==> src/rtl/rst_cause_reg.sv <==
module rst_cause_reg #(
  parameter int AW = 8,
  parameter int DW = 8,
  parameter logic [AW-1:0] MEM_ADDR = 8'h54,
  parameter logic [AW-1:0] IO_SHIFT = 8'h20
) (
  input  logic          clk,
  input  logic          rst_n,
  input  logic          ev_por,
  input  logic          ev_ext,
  input  logic          ev_bod,
  input  logic          ev_wdt,
  input  logic          ev_dbg,
  input  logic [AW-1:0] bus_addr,
  input  logic          bus_rd,
  input  logic          bus_wr,
  input  logic [DW-1:0] bus_wdata,
  output logic [DW-1:0] bus_rdata
);
  localparam int NF = 5;
  localparam logic [AW-1:0] IO_ADDR = MEM_ADDR - IO_SHIFT;

  logic [NF-1:0] flags, nxt, keep, ev;
  logic hit;

  assign hit  = (bus_addr == MEM_ADDR) || (bus_addr == IO_ADDR);
  assign ev   = {ev_dbg, ev_wdt, ev_bod, ev_ext, 1'b0};
  assign keep = (bus_wr && hit) ? bus_wdata[NF-1:0] : '1;
  assign nxt  = ev_por ? NF'(1) : ((flags & keep) | ev);

  always_ff @(posedge clk or negedge rst_n)
    if (!rst_n) flags <= '0;
    else        flags <= nxt;

  assign bus_rdata = (bus_rd && hit) ? {{(DW-NF){1'b0}}, flags} : '0;

  // power-on leaves only its own flag
  p_por_only_r3: assert property (@(posedge clk) disable iff (!rst_n)
    ev_por |=> (bus_rd && hit) -> (bus_rdata == DW'(1)));
  p_por_flag_r3: assert property (@(posedge clk) disable iff (!rst_n)
    ev_por |=> flags == NF'(1));
  // flags are sticky without a write or power-on
  p_sticky_r4: assert property (@(posedge clk) disable iff (!rst_n)
    (!ev_por && !(bus_wr && hit)) |=> ((flags & $past(flags)) == $past(flags)));
  // event beats a same-cycle clear
  p_set_wins_r5: assert property (@(posedge clk) disable iff (!rst_n)
    (ev_wdt && !ev_por && bus_wr && hit && !bus_wdata[3]) |=> flags[3]);
  // stray writes do nothing
  p_miss_write_r7: assert property (@(posedge clk) disable iff (!rst_n)
    (bus_wr && !hit && !ev_por && !ev_ext && !ev_bod && !ev_wdt && !ev_dbg)
      |=> $stable(flags));
  // upper bits never driven
  p_upper_zero_r8: assert property (@(posedge clk) disable iff (!rst_n)
    bus_rdata[DW-1:NF] == '0);
  // power-on flag only falls through a write
  p_por_hold_r9: assert property (@(posedge clk) disable iff (!rst_n)
    $fell(flags[0]) |-> $past(bus_wr && hit && !bus_wdata[0]));
endmodule

==> config.mk <==
export PLATFORM = sky130hd
export DESIGN_NAME = rst_cause_reg
export DESIGN_NICKNAME = d
export VERILOG_FILES = /design/src/rtl/rst_cause_reg.sv
export SDC_FILE = /design/constraint.sdc
export NUM_CORES = 1
export LEC_CHECK = 0
export BUFFER_PORTS_ARGS = -buffer_cell sky130_fd_sc_hd__clkbuf_2
export CAP_MARGIN = 0
export CORE_AREA = 10 10 47 49
export CTS_BUF_LIST = sky130_fd_sc_hd__clkbuf_8 sky130_fd_sc_hd__clkbuf_16
export DETAILED_ROUTE_END_ITERATION = 8
export DIE_AREA = 0 0 57 59
export GPL_TIMING_DRIVEN = 0
export PLACE_DENSITY = 0.65
export SLEW_MARGIN = 20
export SYNTH_ARGS = -nofsm -noshare
export SYNTH_HDL_FRONTEND = slang
export SYNTH_SLANG_ARGS = --single-unit
export TNS_END_PERCENT = 20
==> constraint.sdc <==
create_clock -name clk -period 2.4 [get_ports clk]
set_input_delay 0.48 -clock clk [delete_from_list [all_inputs] [get_ports clk]]
set_output_delay 0.48 -clock clk [all_outputs]
set_load 0.01 [all_outputs]
==> results.ini, run 1 <==
[layout]
reg_top3=flags x5
design_area_um2=549
syn_to_final_growth_pct=58.5
fill_cells=166
final_cells=83
most-common-layout-cells=26 x clkbuf_2, 8 x nor2_1, 5 x and2_1, 5 x dfrtp_1, 4 x a211oi_1
antenna_cells=0
largest_register_ff_count=5
nNetsFinal=93
regMostFlops=flags
drive_gt1_frac=0.537
final_common_cell=clkbuf_2

[floorplanning]
die-area_um2=3360
start_util=0.247
rows=14
die_h_um=59
design.core.area_um2=1400
die_w_um=57
num_io_pins=33

[clock_network]
cts_tree=built
cts_resized=0
cts_buffer_depth=2
clock_tree.root_cell=clkbuf_8
cts_setup_buffers=0
clkLatencyLatePin_ns=0.22
cts.reportedPaths.clkPinSlew_ns=0.04
hold_buffers=0
cts_buffers=3
cts_max_level=1
clock_sinks=5

[drt]
drtAntennaViolNets=0
drt_pass1_iterations=3
vias=345
wl_met2_um=443
wirelength_um=985
first_iter_violations=3
wl_per_cell_um=11.9
top_layer=met3
wl_met1_um=366
via_per_inst=4.16
route.detailed.drc=0
routed-wl-met3_um=175

[placement]
place_area_um2=504
hpwl_um=892
finalWeightedCongestion=0.665
portBuffers=26
dpl.cell_count=79

[critical_path]
worst_setup_path_start_kind=primary input
end_kind=primary output
path_max_fanout=5
required_ns=1.92
path_class=primary input to primary output
crit_arrival_ns=1.80

[yosys]
synth_top_area_share=0.361
synth_seq_cells=5
synth_area_leader_cell=dfrtp_1
synth_area_um2=347
synth_warnings=0
syn_avg_cell_area_um2=9.90
synthTopCellsByArea=dfrtp_1 36%, nor4_4 12%, and2_1 9.0%, a211oi_1 8.7%, nor2_1 8.7%
synthDistinctLibCells=13
synthCells=35
synth_seq_area_share=0.361

[timing]
period_minus_slack_ns=2.28
fin_crit_sh=0.952
tns_ns=0
max_freq_mhz=438
setup_viol_count_final=0
fin_skew_ns=0
drv_slew=0
rsz0062_at_grt=no
finalHoldViolCount=0

[power]
power_leakage_nw=0.291
ir_drop_v=0.000185
powerDensity_nw_per_um2=525

[hold_path]
hold_class=primary input to async pin

[global_route]
grt_max_degree=7
antenna_found_initial=0
grt_pass1_vias=369
grt_pass1_wl_mm=1.55
grt_use_total=0.0599
gr-total-overflow=0

[flow_run]
maxCapViolations=0

[status]
status=finished, final reports clean

[through the flow]
step	hold WS, ns	setup WS [ns]	util	total power [mW]
after CTS	0.0715	0.0875	0.392	0.295
after detailed placement	0.308	0.0875	0.360	0.138
final	0.0714	0.116	0.392	0.289
after global routing	0.0796	0.0281	0.392	0.305
after global placement	0.303	0.112	0.360	0.136
after floorplan	0.184	0.371	-	0.115
[path summary, 6_finish.rpt]
kind                             start      endpoint  depth (start not counted)  slack (ns)
max                        bus_addr[7]  bus_rdata[2]                          5        0.12
min                              rst_n      flags[4]                          1        0.07
max reg2reg                   flags[4]      flags[4]                          2        1.74
min reg2reg                   flags[0]      flags[0]                          1        0.50
max in group asynchronous        rst_n      flags[0]                          1        2.19
min in group clk              flags[0]      flags[0]                          1        0.50
[kinds of logic after synthesis]
logic type	Yosys count	share of synthesized area
AOI/OAI and AO/OA	5	0.116
and+or+nand+nor	18	0.379
other	1	0.0108
buffers and inverters	5	0.0866
DFF	5	0.361
xor gates and xnor gates	1	0.0469
[critical path, stage by stage]
cell and delay, ns:
clkbuf_2 0.08, or4b_4 0.57, nor4_4 0.37, and2_1 0.18, clkbuf_2 0.13
[routing by layer]
layer	track usage	up-vias
met5	0	-
met1	0.0530	145
met4	0.0503	0
met2	0.0868	20
li1	-	180
met3	0.0494	0
[layout make-up]
cell class / count / area [um^2] / area share
Multi-Input combinational cell: 27 / 199 / 0.362
Sequential cell: 5 / 125 / 0.228
Timing Repair Buffer: 26 / 130 / 0.237
Buffer: 3 / 22.5 / 0.0410
Clock inverter: 1 / 3.75 / 0.00683
Tap cell: 16 / 20.0 / 0.0364
Clock buffer: 3 / 41.3 / 0.0752
Inverter: 2 / 7.51 / 0.0137
[power breakdown]
group	internal (mW)	total, mW	leakage, nW	switching (mW)
Sequential	0.0894	0.0913	0.0588	0.00186
Clock	0.110	0.153	0.0269	0.0428
Combinational	0.0233	0.0447	0.206	0.0215
[cells in the mapped netlist, drive strengths merged]
master	n
a211oi	4
or4	1
and2	5
nor4	2
conb	1
inv	2
o32a	1
nand2b	1
buf	3
xnor2	1
nor2	8
or4b	1
dfrtp	5
Power figures use the tool's default switching activity.
==> run 2, diff against run 1 <==
==> constraint.sdc (replaced) <==
create_clock -name clk -period 2.4 [get_ports clk]
set_input_delay 0.48 -clock clk [delete_from_list [all_inputs] [get_ports clk]]
set_output_delay 0.48 -clock clk [all_outputs]
set_load 0.1 [all_outputs]
==> run 2 against run 1 <==
Against the previous run:
- flip-flop and latch count stayed put
- register-to-register slack worse by 0.03 ns
- via count is 5.5% higher
- count of clock-buffer cells in the layout stayed put
- final cell count is 2.4% higher
- combinational power is 48% higher
- clock skew stayed put
- largest power group unchanged
- sequential power is 0.4% higher
- setup slack worse by 0.067 ns
- largest cell class is now non-clock buffers
- power is 7.2% higher
- die area stayed put
==> results.ini, run 2 (synthesis gave the netlist of run 1 again) <==
[drt]
route.detailed.drc=0  ; unchanged
drt_pass1_iterations=2  ; -1
wl_per_cell_um=12.7  ; +6.7%
drtAntennaViolNets=0  ; unchanged
first_iter_violations=1  ; -2
wirelength_mm=1.08  ; +9.2%
via_per_inst=4.28  ; +3.0%
vias=364  ; +5.5%

[clock_network]
hold_buffers=0  ; unchanged
cts.reportedPaths.clkPinSlew_ns=0.04  ; about the same
clock_sinks=5  ; unchanged
clock_tree.root_cell=clkbuf_8
cts_tree=built
cts_buffers=3  ; unchanged
clkLatencyLatePin_ns=0.22  ; about the same
cts_buffer_depth=2  ; unchanged
cts_max_level=1  ; unchanged

[placement]
place_area_um2=505  ; +0.25%
finalWeightedCongestion=0.653  ; -1.7%
portBuffers=26  ; unchanged
hpwl_um=894  ; +0.17%

[power]
ir_drop_v=0.000183  ; -1.2%
power_leakage_nw=0.337  ; +16%
powerDensity_nw_per_um2=457  ; -13%

[layout]
antenna_cells=0  ; unchanged
drive_gt1_frac=0.623  ; +0.0859
regMostFlops=flags
final_common_cell=clkbuf_2
most-common-layout-cells=21 x clkbuf_2, 8 x nor2_1
largest_register_ff_count=5  ; unchanged
nNetsFinal=95  ; +2.2%
fill_cells=144  ; -13%
design_area_um2=677  ; +23%
reg_top3=flags x5
syn_to_final_growth_pct=95.3

[floorplanning]
die_h_um=59  ; unchanged
num_io_pins=33  ; unchanged
die_w_um=57  ; unchanged
design.core.area_um2=1400  ; unchanged
rows=14  ; unchanged
start_util=0.247  ; unchanged
die-area_um2=3360  ; unchanged

[global_route]
grt_max_degree=7  ; unchanged
gr-total-overflow=0  ; unchanged
grt_pass1_wl_mm=1.79  ; +16%
antenna_found_initial=0  ; unchanged
grt_pass1_vias=428  ; +16%
grt_use_total=0.0668  ; +0.00681

[hold_path]
hold_class=primary input to async pin

[critical_path]
path_max_fanout=5  ; unchanged
required_ns=1.92  ; about the same
ff2ff_setup_slack_ns=1.71  ; -0.03 ns
path_class=primary input to primary output
worst_setup_path_start_kind=primary input
r2r_start=flags[2]
r2r_end=flags[2]
end_kind=primary output
crit_arrival_ns=1.87  ; +0.07 ns
r2r_cells=2  ; unchanged

[timing]
period_minus_slack_ns=2.35  ; +0.0665 ns
rsz0062_at_grt=no
max_freq_mhz=425  ; -2.8%
tns_ns=0  ; unchanged
finalHoldViolCount=0  ; unchanged
fin_crit_sh=0.979  ; +0.0277
fin_skew_ns=0  ; unchanged
drv_slew=0  ; unchanged
setup_viol_count_final=0  ; unchanged

[flow_run]
maxCapViolations=0  ; unchanged

[status]
status=finished, final reports clean

## run 2: changes by cell type in the layout (fill, tap and decap cells not counted), sizes merged
cell / before / now
buf: 3 / 5
## run 2: where the power goes
part / switching, mW / leakage, nW / internal (mW)
combinational: 0.0415 / 0.251 / 0.0248
sequential: 0.00227 / 0.0588 / 0.0894
clock: 0.0417 / 0.0269 / 0.110
total: 0.0855 / 0.337 / 0.224
## run 2: what timing repair did
action	in CTS	in global routing
hold endpoints to repair	0	0
buffers inserted	2	0
gates resized for setup	20	0
pin swaps	2	2
setup endpoints to repair	5	5
## run 2: cell type report
type                       instances  area (um^2)  share of cell area
multi-input combinational         27          211               0.312
timing repair buffer              28          245               0.362
clock buffer                       3         41.3              0.0610
tap                               16         20.0              0.0296
buffer                             3         22.5              0.0333
clock inverter                     1         3.75             0.00555
inverter                           2         7.51              0.0111
sequential                         5          125               0.185
## run 2: metrics by stage
step / setup WS (ns) / util / cells / hold slack, ns / power, mW
2_1_floorplan: -0.221 / - / 37 / 0.184 / 0.134
3_3_place_gp: -0.226 / 0.361 / 79 / 0.302 / 0.156
3_5_place_dp: -0.246 / 0.361 / 79 / 0.306 / 0.157
4_1_cts: 0.0252 / 0.483 / 85 / 0.0736 / 0.314
5_1_grt: 0.0111 / 0.483 / 85 / 0.0812 / 0.327
6_report: 0.0495 / 0.483 / 85 / 0.0724 / 0.309
## run 2: worst max-delay path by stage
stage,end,start,depth (start not counted)
2_1_floorplan,bus_rdata[1],bus_addr[7],3
3_3_place_gp,bus_rdata[0],bus_addr[7],5
3_5_place_dp,bus_rdata[0],bus_addr[7],5
4_1_cts,bus_rdata[0],bus_addr[0],6
5_1_grt,bus_rdata[0],bus_addr[7],6
6_report,bus_rdata[2],bus_addr[7],6
## run 2: routing by layer
metal  wire length, um  share of wire  up-vias  GRT usage
met1               405           0.38      162     0.0623
met3               127           0.12        0     0.0451
met2               543           0.50       19      0.112
li1                  -              -      183          -
met5                 0              0        -          0
met4                 0              0        0     0.0302
## run 2: critical path: stages
cell and delay [ns]:
clkbuf_2 0.08, or4b_4 0.55, nor4_4 0.25, buf_4 0.17
and2_4 0.15, clkbuf_16 0.19
